### config.mk
export PLATFORM = sky130hd
export DESIGN_NAME = dbk_line_filter
export DESIGN_NICKNAME = d
export VERILOG_FILES = /design/src/rtl/dbk_pkg.sv /design/src/rtl/dbk_gate.sv /design/src/rtl/dbk_strong_side.sv /design/src/rtl/dbk_normal.sv /design/src/rtl/dbk_line_filter.sv
export SDC_FILE = /design/constraint.sdc
export NUM_CORES = 1
export LEC_CHECK = 0
export ABC_CLOCK_PERIOD_IN_PS = 12800
export BUFFER_PORTS_ARGS = -buffer_cell sky130_fd_sc_hd__buf_2
export CELL_PAD_IN_SITES_DETAIL_PLACEMENT = 1
export CELL_PAD_IN_SITES_GLOBAL_PLACEMENT = 1
export CORE_ASPECT_RATIO = 0.7
export CORE_MARGIN = 3
export CORE_UTILIZATION = 30
export DETAILED_ROUTE_END_ITERATION = 8
export PLACE_DENSITY_LB_ADDON = 0.1
export SYNTH_ARGS = -nofsm -noshare
export SYNTH_HDL_FRONTEND = slang
export SYNTH_SLANG_ARGS = --single-unit
### constraint.sdc
create_clock -name clk -period 12.8 [get_ports clk]
set_clock_uncertainty 0.15 [all_clocks]
set_input_delay 0.64 -clock clk [delete_from_list [all_inputs] [get_ports clk]]
set_output_delay 0.64 -clock clk [all_outputs]
set_load 0.05 [all_outputs]
### src/rtl/dbk_pkg.sv
// Shared definitions for the edge line filter.
// Assumes samples are unsigned and that the thresholds come already looked up.
package dbk_pkg;
    typedef enum logic [1:0] {
        FM_PASS   = 2'd0,
        FM_NORMAL = 2'd1,
        FM_STRONG = 2'd2
    } fmode_e;

    localparam int unsigned DBK_SAMPLE_W  = 8;
    localparam int unsigned DBK_TC_W      = 5;
    localparam int unsigned DBK_BS_W      = 3;
    localparam int unsigned DBK_BS_STRONG = 4;
endpackage

### src/rtl/dbk_gate.sv
// Gating tests for one line: decides the filter mode and the per-side flags.
// Assumes p and q hold the three samples nearest the edge, index 0 nearest.
module dbk_gate #(
    parameter int unsigned SW        = dbk_pkg::DBK_SAMPLE_W,
    parameter int unsigned BSW       = dbk_pkg::DBK_BS_W,
    parameter int unsigned BS_STRONG = dbk_pkg::DBK_BS_STRONG
) (
    input  logic [2:0][SW-1:0] p,
    input  logic [2:0][SW-1:0] q,
    input  logic [BSW-1:0]     bs,
    input  logic [SW-1:0]      alpha,
    input  logic [SW-1:0]      beta,
    output dbk_pkg::fmode_e    mode,
    output logic               ap_ok,
    output logic               aq_ok,
    output logic               near_ok
);
    localparam logic [SW:0] STRONG_ADD = (SW+1)'(2);

    // Absolute difference of two unsigned samples.
    function automatic logic [SW-1:0] absdiff(input logic [SW-1:0] a, input logic [SW-1:0] b);
        return (a > b) ? (a - b) : (b - a);
    endfunction

    logic [SW-1:0] d_edge;
    logic [SW-1:0] d_p10;
    logic [SW-1:0] d_q10;
    logic [SW:0]   strong_lim;
    logic          open;

    assign d_edge     = absdiff(p[0], q[0]);
    assign d_p10      = absdiff(p[1], p[0]);
    assign d_q10      = absdiff(q[1], q[0]);
    assign strong_lim = ({1'b0, alpha} >> 2) + STRONG_ADD;

    assign open    = (bs != '0) && (d_edge < alpha) && (d_p10 < beta) && (d_q10 < beta);
    assign ap_ok   = absdiff(p[2], p[0]) < beta;
    assign aq_ok   = absdiff(q[2], q[0]) < beta;
    assign near_ok = {1'b0, d_edge} < strong_lim;

    // Pick one mode for the line from the gate and the strength code.
    always_comb begin
        if (!open) begin
            mode = dbk_pkg::FM_PASS;
        end else if (bs >= BSW'(BS_STRONG)) begin
            mode = dbk_pkg::FM_STRONG;
        end else begin
            mode = dbk_pkg::FM_NORMAL;
        end
    end
endmodule

### src/rtl/dbk_strong_side.sv
// Strong-mode result for one side of the edge.
// own is that side (index 0 nearest the edge), opp0/opp1 the opposite side.
// full selects the three-sample smoothing; otherwise only sample 0 changes.
module dbk_strong_side #(
    parameter int unsigned SW = dbk_pkg::DBK_SAMPLE_W
) (
    input  logic [3:0][SW-1:0] own,
    input  logic [SW-1:0]      opp0,
    input  logic [SW-1:0]      opp1,
    input  logic               full,
    output logic [2:0][SW-1:0] res
);
    localparam int unsigned AW = SW + 4;
    localparam logic [AW-1:0] K1 = AW'(1);
    localparam logic [AW-1:0] K2 = AW'(2);
    localparam logic [AW-1:0] K3 = AW'(3);
    localparam logic [AW-1:0] K4 = AW'(4);

    logic [AW-1:0] x0, x1, x2, x3, y0, y1;
    logic [AW-1:0] sum0, sum1, sum2, alt0;

    assign x0 = AW'(own[0]);
    assign x1 = AW'(own[1]);
    assign x2 = AW'(own[2]);
    assign x3 = AW'(own[3]);
    assign y0 = AW'(opp0);
    assign y1 = AW'(opp1);

    assign sum0 = x2 + K2*x1 + K2*x0 + K2*y0 + K1*y1 + K4;
    assign sum1 = x2 + x1 + x0 + y0 + K2;
    assign sum2 = K2*x3 + K3*x2 + x1 + x0 + y0 + K4;
    assign alt0 = K2*x1 + x0 + y1 + K2;

    // Select the full three-tap update or the single-sample fallback.
    always_comb begin
        res[0] = full ? sum0[SW+2:3] : alt0[SW+1:2];
        res[1] = full ? sum1[SW+1:2] : own[1];
        res[2] = full ? sum2[SW+2:3] : own[2];
    end
endmodule

### src/rtl/dbk_normal.sv
// Clipped-correction result (strength 1..3) for both sides of the edge.
// res[0] is the near side, res[1] the far side; index 0 is the sample at the edge.
module dbk_normal #(
    parameter int unsigned SW  = dbk_pkg::DBK_SAMPLE_W,
    parameter int unsigned TCW = dbk_pkg::DBK_TC_W
) (
    input  logic [2:0][SW-1:0]      p,
    input  logic [2:0][SW-1:0]      q,
    input  logic                    is_luma,
    input  logic [TCW-1:0]          tc0,
    input  logic                    ap_ok,
    input  logic                    aq_ok,
    output logic [1:0][1:0][SW-1:0] res
);
    localparam int unsigned AW = ((SW > TCW) ? SW : TCW) + 4;
    typedef logic signed [AW-1:0] sv_t;
    localparam sv_t SAMPLE_MAX = sv_t'((1 << SW) - 1);

    // Zero-extend a sample into the signed working width.
    function automatic sv_t s_ext(input logic [SW-1:0] x);
        return sv_t'({{(AW-SW){1'b0}}, x});
    endfunction

    // Zero-extend a clip limit into the signed working width.
    function automatic sv_t t_ext(input logic [TCW-1:0] x);
        return sv_t'({{(AW-TCW){1'b0}}, x});
    endfunction

    // Limit v to the symmetric range [-lim, lim].
    function automatic sv_t clip_sym(input sv_t v, input sv_t lim);
        if (v > lim) return lim;
        if (v < -lim) return -lim;
        return v;
    endfunction

    // Saturate a signed value to the sample range.
    function automatic logic [SW-1:0] sat(input sv_t v);
        if (v < sv_t'(0)) return '0;
        if (v > SAMPLE_MAX) return '1;
        return v[SW-1:0];
    endfunction

    logic [1:0][2:0][SW-1:0] side_s;
    logic [1:0]              side_ok;
    sv_t                     step_raw, step_c, tc_lim, avg;

    assign side_s[0] = p;
    assign side_s[1] = q;
    assign side_ok   = {aq_ok, ap_ok};

    assign step_raw = (((s_ext(q[0]) - s_ext(p[0])) <<< 2) + (s_ext(p[1]) - s_ext(q[1])) + sv_t'(4)) >>> 3;
    assign tc_lim   = is_luma ? (t_ext(tc0) + sv_t'(ap_ok) + sv_t'(aq_ok)) : (t_ext(tc0) + sv_t'(1));
    assign step_c   = clip_sym(step_raw, tc_lim);
    assign avg      = (s_ext(p[0]) + s_ext(q[0]) + sv_t'(1)) >>> 1;

    assign res[0][0] = sat(s_ext(p[0]) + step_c);
    assign res[1][0] = sat(s_ext(q[0]) - step_c);

    for (genvar g = 0; g < 2; g++) begin : g_side
        sv_t tap, tap_c;
        assign tap   = (s_ext(side_s[g][2]) + avg - (s_ext(side_s[g][1]) <<< 1)) >>> 1;
        assign tap_c = clip_sym(tap, t_ext(tc0));
        assign res[g][1] = (is_luma && side_ok[g]) ? sat(s_ext(side_s[g][1]) + tap_c) : side_s[g][1];
    end
endmodule

### src/rtl/dbk_line_filter.sv
// Edge line filter top: gate, strong and normal datapaths, mode mux, output register.
// Assumes one line per clock when in_valid is high; thresholds are valid with the line.
module dbk_line_filter #(
    parameter int unsigned SW        = dbk_pkg::DBK_SAMPLE_W,
    parameter int unsigned TCW       = dbk_pkg::DBK_TC_W,
    parameter int unsigned BSW       = dbk_pkg::DBK_BS_W,
    parameter int unsigned BS_STRONG = dbk_pkg::DBK_BS_STRONG
) (
    input  logic                clk,
    input  logic                rst_n,
    input  logic                in_valid,
    input  logic [BSW-1:0]      bs,
    input  logic                is_luma,
    input  logic [SW-1:0]       alpha,
    input  logic [SW-1:0]       beta,
    input  logic [TCW-1:0]      tc0,
    input  logic [3:0][SW-1:0]  p_in,
    input  logic [3:0][SW-1:0]  q_in,
    output logic                out_valid,
    output logic [3:0][SW-1:0]  p_out,
    output logic [3:0][SW-1:0]  q_out
);
    localparam int unsigned SIDES = 2;

    dbk_pkg::fmode_e               mode;
    logic                          ap_ok, aq_ok, near_ok;
    logic [SIDES-1:0][3:0][SW-1:0] own_s;
    logic [SIDES-1:0]              full_ok;
    logic [SIDES-1:0][2:0][SW-1:0] strong_res;
    logic [SIDES-1:0][1:0][SW-1:0] normal_res;
    logic [SIDES-1:0][3:0][SW-1:0] next_s;

    assign own_s[0] = p_in;
    assign own_s[1] = q_in;
    assign full_ok  = {is_luma && aq_ok && near_ok, is_luma && ap_ok && near_ok};

    dbk_gate #(.SW(SW), .BSW(BSW), .BS_STRONG(BS_STRONG)) u_gate (
        .p       (p_in[2:0]),
        .q       (q_in[2:0]),
        .bs      (bs),
        .alpha   (alpha),
        .beta    (beta),
        .mode    (mode),
        .ap_ok   (ap_ok),
        .aq_ok   (aq_ok),
        .near_ok (near_ok)
    );

    dbk_normal #(.SW(SW), .TCW(TCW)) u_normal (
        .p       (p_in[2:0]),
        .q       (q_in[2:0]),
        .is_luma (is_luma),
        .tc0     (tc0),
        .ap_ok   (ap_ok),
        .aq_ok   (aq_ok),
        .res     (normal_res)
    );

    for (genvar g = 0; g < SIDES; g++) begin : g_side
        dbk_strong_side #(.SW(SW)) u_strong (
            .own  (own_s[g]),
            .opp0 (own_s[SIDES-1-g][0]),
            .opp1 (own_s[SIDES-1-g][1]),
            .full (full_ok[g]),
            .res  (strong_res[g])
        );

        // Choose this side's next samples from the selected mode.
        always_comb begin
            next_s[g] = own_s[g];
            case (mode)
                dbk_pkg::FM_STRONG: next_s[g][2:0] = strong_res[g];
                dbk_pkg::FM_NORMAL: next_s[g][1:0] = normal_res[g];
                default:            next_s[g] = own_s[g];
            endcase
        end
    end

    // Register the filtered line and its valid strobe.
    always_ff @(posedge clk) begin
        if (!rst_n) begin
            out_valid <= 1'b0;
            p_out     <= '0;
            q_out     <= '0;
        end else begin
            out_valid <= in_valid;
            if (in_valid) begin
                p_out <= next_s[0];
                q_out <= next_s[1];
            end
        end
    end
endmodule

# After elaboration in Yosys (flattened, before gate mapping)
# Index checks and enable logic that the tools add are counted.
[word_totals]
ff_bits = 65
inputBits = 92
output_inout_bits = 65
wordCells = 180
[classes]
n_addsub = 64
multipliers = 2
order_cmp = 26
n_eq_ne = 2
n_mux = 69
reduce_logical = 8
[ops]
columns = ["cell", "n"]
rows = [
  ["$mux W8", 31],
  ["$mux W12", 13],
  ["$add A11 B8 Y11", 8],
  ["$sub A8 B8 Y8", 10],
  ["$pmux W16 S2", 2],
  ["$add A10 B8 Y10", 6],
  ["$gt A12 B9 Y1 const B", 4],
  ["$lt A12 B1 Y1 const B", 4],
  ["$add A11 B3 Y11 const B", 4],
  ["$add A11 B9 Y11", 4],
  ["$add A10 B2 Y10 const B", 4],
  ["$gt A8 B8 Y1", 5],
  ["$lt A8 B8 Y1", 5],
  ["$add A9 B12 Y12", 3],
  ["$add A8 B8 Y9", 3],
  ["$add A9 B11 Y12", 2],
  ["$lt A11 B12 Y1", 2],
  ["$sub A12 B10 Y12", 2],
  ["$add A9 B11 Y11", 2],
  ["$gt A11 B6 Y1", 2],
  ["$mux W1", 21],
  ["$add A8 B9 Y10", 2],
  ["$add A9 B8 Y10", 2],
  ["$mul A2 B8 Y10 const A", 2],
  ["other kinds (20)", 28],
]

# Longest topological paths before layout
[logic_depth]
depth_word = 19
mapped_depth = 49
depth_no_buf = 48

# Cells and area by module
# A second synthesis with hierarchy kept.
[hier_totals]
cells_unflattened = 2536
area_unflattened_um2 = 20940.1
[modules_own_cells]
columns = ["module", "n_inst", "cells_each", "area_each_um2", "seq_area_each_um2"]
rows = [
  ["dbk_normal", 1, 887, 6478.7, 0.0],
  ["dbk_gate", 1, 548, 4209.0, 0.0],
  ["dbk_strong_side at g_side[0].u_strong", 1, 420, 3682.3, 0.0],
  ["dbk_strong_side at g_side[1].u_strong", 1, 400, 3585.9, 0.0],
  ["dbk_line_filter", 1, 281, 2984.1, 1301.2],
]

# Least setup slack after synthesis
# Ideal clock, no wire load.
[synth_timing]
path_kind = "input-to-reg"
startpoint = "input p_in[1] (netlist bit)"
endpoint = "register p_out[3] (netlist bit)"
setup_ns = 0.137
t_arrival_ns = 9.912
required_ns = 12.513
slack_ns = 2.602
stages = 45
path_cell_list = "inv_1 fa_1 a21o_1 a21oi_1 o21ai_0 a211oi_1 or2_2 mux2_2 or4_1 nor2b_1 xnor2_1 ha_1 nand3_1 a21oi_1 nor4_1 nor2_1 nor2_1 ha_1 (+9 left out) a211o_1 o221ai_1 a21oi_1 o21a_1 clkbuf_1 nor2_1 a211oi_1 a21oi_1 ha_1 a21o_1 a21oi_1 o21ai_0 a31o_2 a21oi_1 o21ai_0 o311a_1 a222oi_1 a31oi_1"
[synth_between]
elab_chain_len = 19
word_cells_on_any_way = 58
classes_between = "add/sub: 20; order compare: 11; eq/ne: 2; mux: 20; reduce/logical: 5"
[synth_rtl]
columns = ["item", "line", "source"]
rows = [
  ["from (decl)", "dbk_line_filter.sv:17", "input logic [3:0][SW-1:0] p_in,"],
  ["$sub A8 B8 Y8 or $gt A8 B8 Y1 (tied branches)", "dbk_gate.sv:22", "return (a > b) ? (a - b) : (b - a);"],
  ["$mux W8", "dbk_gate.sv:22", ""],
  ["$lt A8 B8 Y1", "dbk_gate.sv:37", "assign ap_ok = absdiff(p[2], p[0]) < beta;"],
  ["$add A5 B1 Y6", "dbk_normal.sv:52", "assign tc_lim = is_luma ? (t_ext(tc0) + sv_t'(ap_ok) + sv_t'(aq_ok)) : (t_ext(tc0) + sv_t'(1));"],
  ["$add A12 B2 Y12", "dbk_normal.sv:52", ""],
  ["$mux W12", "dbk_normal.sv:52", ""],
  ["$neg A12 Y12", "dbk_normal.sv:32", "if (v < -lim) return -lim;"],
  ["$lt A9 B12 Y1", "dbk_normal.sv:32", ""],
  ["$mux W1 (2 in a row)", "dbk_normal.sv:32", ""],
  ["$mux W12", "dbk_normal.sv:33", "return v;"],
  ["$mux W12", "dbk_normal.sv:32", ""],
  ["$add A9 B12 Y12", "dbk_normal.sv:56", "assign res[0][0] = sat(s_ext(p[0]) + step_c);"],
  ["$gt A12 B9 Y1", "dbk_normal.sv:39", "if (v > SAMPLE_MAX) return '1;"],
  ["$mux W1 (2 in a row)", "dbk_normal.sv:39", ""],
  ["$mux W8", "dbk_normal.sv:40", "return v[SW-1:0];"],
  ["$mux W8", "dbk_normal.sv:39", ""],
  ["$pmux W16 S2 *", "dbk_line_filter.sv:71", "case (mode)"],
  ["to (signal assigned)", "dbk_line_filter.sv:88", "p_out <= next_s[0];"],
  ["to (decl)", "dbk_line_filter.sv:20", "output logic [3:0][SW-1:0] p_out,"],
]
# Every way passes the cells marked *; elsewhere a longest branch is shown, timed or not. The select of a mux whose other input is x is not followed.
# A chain may end at the register's enable or synchronous reset.

# Worst setup path in the final report
[layout_timing]
startpoint = "input p_in[16] (netlist bit)"
endpoint = "register q_out[7] (netlist bit)"
[layout_between]
elab_chain_len = 19
word_cells_on_any_way = 28
classes_between = "add/sub: 6; order compare: 6; mux: 16"
[layout_rtl]
columns = ["item", "line", "source"]
rows = [
  ["$sub A8 B8 Y8 or $gt A8 B8 Y1 (tied branches)", "dbk_gate.sv:22", ""],
  ["$mux W8 *", "dbk_gate.sv:22", ""],
  ["$lt A8 B8 Y1 *", "dbk_gate.sv:37", ""],
  ["$add A5 B1 Y6 *", "dbk_normal.sv:52", ""],
  ["$add A12 B2 Y12 *", "dbk_normal.sv:52", ""],
  ["$mux W12 *", "dbk_normal.sv:52", ""],
  ["$neg A12 Y12", "dbk_normal.sv:32", ""],
  ["$lt A9 B12 Y1", "dbk_normal.sv:32", ""],
  ["$mux W1 (2 in a row)", "dbk_normal.sv:32", ""],
  ["$mux W12", "dbk_normal.sv:33", ""],
  ["$mux W12 *", "dbk_normal.sv:32", ""],
  ["$sub A9 B12 Y12 *", "dbk_normal.sv:57", "assign res[1][0] = sat(s_ext(q[0]) - step_c);"],
  ["$gt A12 B9 Y1", "dbk_normal.sv:39", ""],
  ["$mux W1 (2 in a row)", "dbk_normal.sv:39", ""],
  ["$mux W8", "dbk_normal.sv:40", ""],
  ["$mux W8 *", "dbk_normal.sv:39", ""],
  ["$pmux W16 S2 *", "dbk_line_filter.sv:71", ""],
  ["to (signal assigned)", "dbk_line_filter.sv:89", "q_out <= next_s[1];"],
  ["to (decl)", "dbk_line_filter.sv:21", "output logic [3:0][SW-1:0] q_out"],
]
# Marks and branches as above.

==> impl_results.md <==
* Number of synthesized flops with an enable pin at 0
* Initial DRC Count at 1489
* Top delay family on crit path: compound AO/OA/AOI/OAI gates
* Hold_buf cts at 0
* Required @ worst endpoint at 12.95 ns
* Area of the mapped netlist at 20300 um^2
* Worst vdd ir at 0.0000879 V
* Routed vias/inst at 5.49
* Tot GR Track Use at 27.5%
* Max-slew headroom at 23.2%
* Number of global-route vias before repair at 19741
* Share of cells above drive strength 1 at 11.3%
* Worst flop-to-flop path endpoint: q_out[10]
* Worst-Margin Slew at 1.15 ns
* Worst Path Buf+Inv at 4
* Layout Cells excl Fill at 3521
* Max-cap violations at 0
* Levels on crit path at 48
* RD Place Congestion at 0.963
* Sequential share of the synthesized area at 6.42%
* CTS H-tree lvls at 3
* Most frequent cell after synthesis: ha_1
* Die Span Y at 223 um
* Worst path max stage delay at 0.56 ns
* Fmax at 0.0832 GHz
* Minimum clock period at 12.02 ns
* Setup_tns at 0 ns
* Predominant post-synthesis flop cell: dfxtp_1
* Core Box Area at 66600 um^2
* WL/cell at 27.7 um
* Router iterations before antenna repair at 6
* Synthesized area per cell at 8.24 um^2
* Layout Area Growth over Synthesis at 12.0%
* Mapped Nets at 3101
* Initial antenna violation count at 5
* Crit path DAT at 12.17 ns
* Input/output buffers at 156
* Final period utilization at 93.9%
* CTS Buf Count at 9
* Outcome: finished clean
* Final HPWL DP at 79.3 mm
* Pin count of the biggest net entering global routing at 63
* I/O pins at 157
* Post-Synthesis Cells at 2459
* Final ANT Viol Nets at 0
* Crit end category: flop
* Skew-Pair Late Insertion Delay at 0.38 ns
* CP Launch Type: input port
* Max Slew Vio Count at 0
* Clock Sinks at 65
* HP Class: reg -> reg
* CTS root buf: clkbuf_16
* Worst R2R Path Depth at 3
* Setup crit start: p_in[16]
* DRT Wirelength at 97.6 mm
* TritonCTS clock tree: yes
* FFs w/ async S/R, synth at 0%
* Initial Util at 30.4%
* Total chip power at 4.28 mW
* # nets final at 3264
* Row count at 79
* Cell taking the most area after synthesis: ha_1
* Critical path peak fanout at 13
* Crit path top cell by count: ha_1
* Fin. Hold Viols at 0
* Post-synth top cells: ha_1, inv_1, nor2_1
* R2R Setup Slk at 11.48 ns
* Critical path class: in -> reg
* Global-route wire length before repair at 139 mm
* Longest Clk Path Bufs at 2
* Final setup viols at 0
* Cell variety after synth at 97
* Crit path capture: q_out[7]
* DR vias at 19320
* Register bit count reported by yosys at 65
* Post-CTS setup buffers at 0
* CP max-delay cell: a211oi_1
* Placed Cells incl. Taps at 3502
* Largest cells by area after synthesis: ha_1, fa_1, dfxtp_1
* Leakage at 10.9 nW
* Die Width at 317 um
* Die ar. at 70800 um^2
* Clk pin slew, worst setup/hold paths at 0.06 ns
* Power density cells at 188 nW/um^2
* Post-synth top area share at 25.4%
* DRC at 0
* Synth Warn # at 0
* Worst r2r src: q_out[10]
* Gr ovfl total at 0
[report_power, final]
group          internal (mW)  switching [mW]
combinational           1.38            2.34
sequential             0.228          0.0172
clock                  0.191           0.118
[cell type report]
type,count,area [um^2]
Antenna cell,3,7.51
Inverter,310,1160
Timing Repair Buffer,208,1170
Clock inverter,6,115
Tap cell,891,1110
Clock buffer,10,229
Sequential cell,65,1300
Multi-Input combinational cell,2028,17600
Fill cell,8016,43900
[cells by family after synthesis]
| family | count (synthesis) | synth area share [%] |
|---|---|---|
| other | 1 | 0.0185 |
| AND/OR/NAND/NOR | 514 | 12.6 |
| multiplexers | 81 | 4.13 |
| flip-flops | 65 | 6.42 |
| AO/OA/AOI/OAI | 719 | 23.7 |
| adder cells (fa/ha/maj) | 551 | 39.1 |
| XOR/XNOR | 162 | 7.04 |
| buffers and inverters | 366 | 6.98 |
[through the flow]
step / cell area [um^2] / hold slack [ns] / setup slack, ns / utilization [%]
after global routing: 22700 / 0.359 / -0.0165 / 34.1
after detailed placement: 22300 / 0.325 / 0.364 / 33.5
after CTS: 22700 / 0.342 / 0.732 / 34.0
after floorplan: 20300 / 0.550 / 2.60 / -
after global placement: 22300 / 0.318 / 0.504 / 33.5
final: 22700 / 0.338 / 0.781 / 34.1
[worst min path at each step]
stage,from,end,slack (ns),depth (start not counted)
after CTS,p_out[16],p_out[16],0.34,1
after floorplan,p_out[17],p_out[17],0.55,2
after detailed placement,p_out[16],p_out[16],0.32,1
after global placement,q_out[25],q_out[25],0.32,2
after global routing,p_out[16],p_out[16],0.36,1
final,q_out[30],q_out[30],0.34,2
[sequential cells by signal, summed over array words and instances (netlist names)]
register	flops
out_valid	1
p_out	32
q_out	32
[routing by layer]
layer  GRT usage (%)  share of wire [%]  up-vias
li1                -                  -     9046
met1            41.4                 50     9616
met2            38.1                 39      580
met3            7.06                8.3       76
met4            7.22                2.5        2
met5               0              0.013        -
[timing repair]
action                                  CTS  global route
endpoints found under the setup margin    0            16
endpoints found under the hold margin     0             0
resized for setup                         0             2
[worst min-delay path, cell delays in order, from the launching register on]
cell and delay, ns:
dfxtp_1 0.32, mux2i_1 0.06, nor2_1 0.07
[placed cells by master, fill, tap and decap left out, types with 33 or more instances in the layout]
| cell | count |
|---|---|
| ha_1 | 412 |
| o21bai_1 | 37 |
| nand2_1 | 90 |
| nor2_1 | 188 |
| nor2b_1 | 33 |
| inv_1 | 310 |
| fa_1 | 138 |
| buf_2 | 155 |
| buf_4 | 53 |
| xnor2_1 | 104 |
| nor3_1 | 35 |
| a21o_1 | 58 |
| mux2i_1 | 60 |
| xor2_1 | 56 |
| dfxtp_1 | 65 |
| a21oi_1 | 183 |
| o21a_1 | 36 |
| a211oi_1 | 36 |
| o21ai_0 | 151 |
No activity file was read; power rests on OpenSTA's default activity.
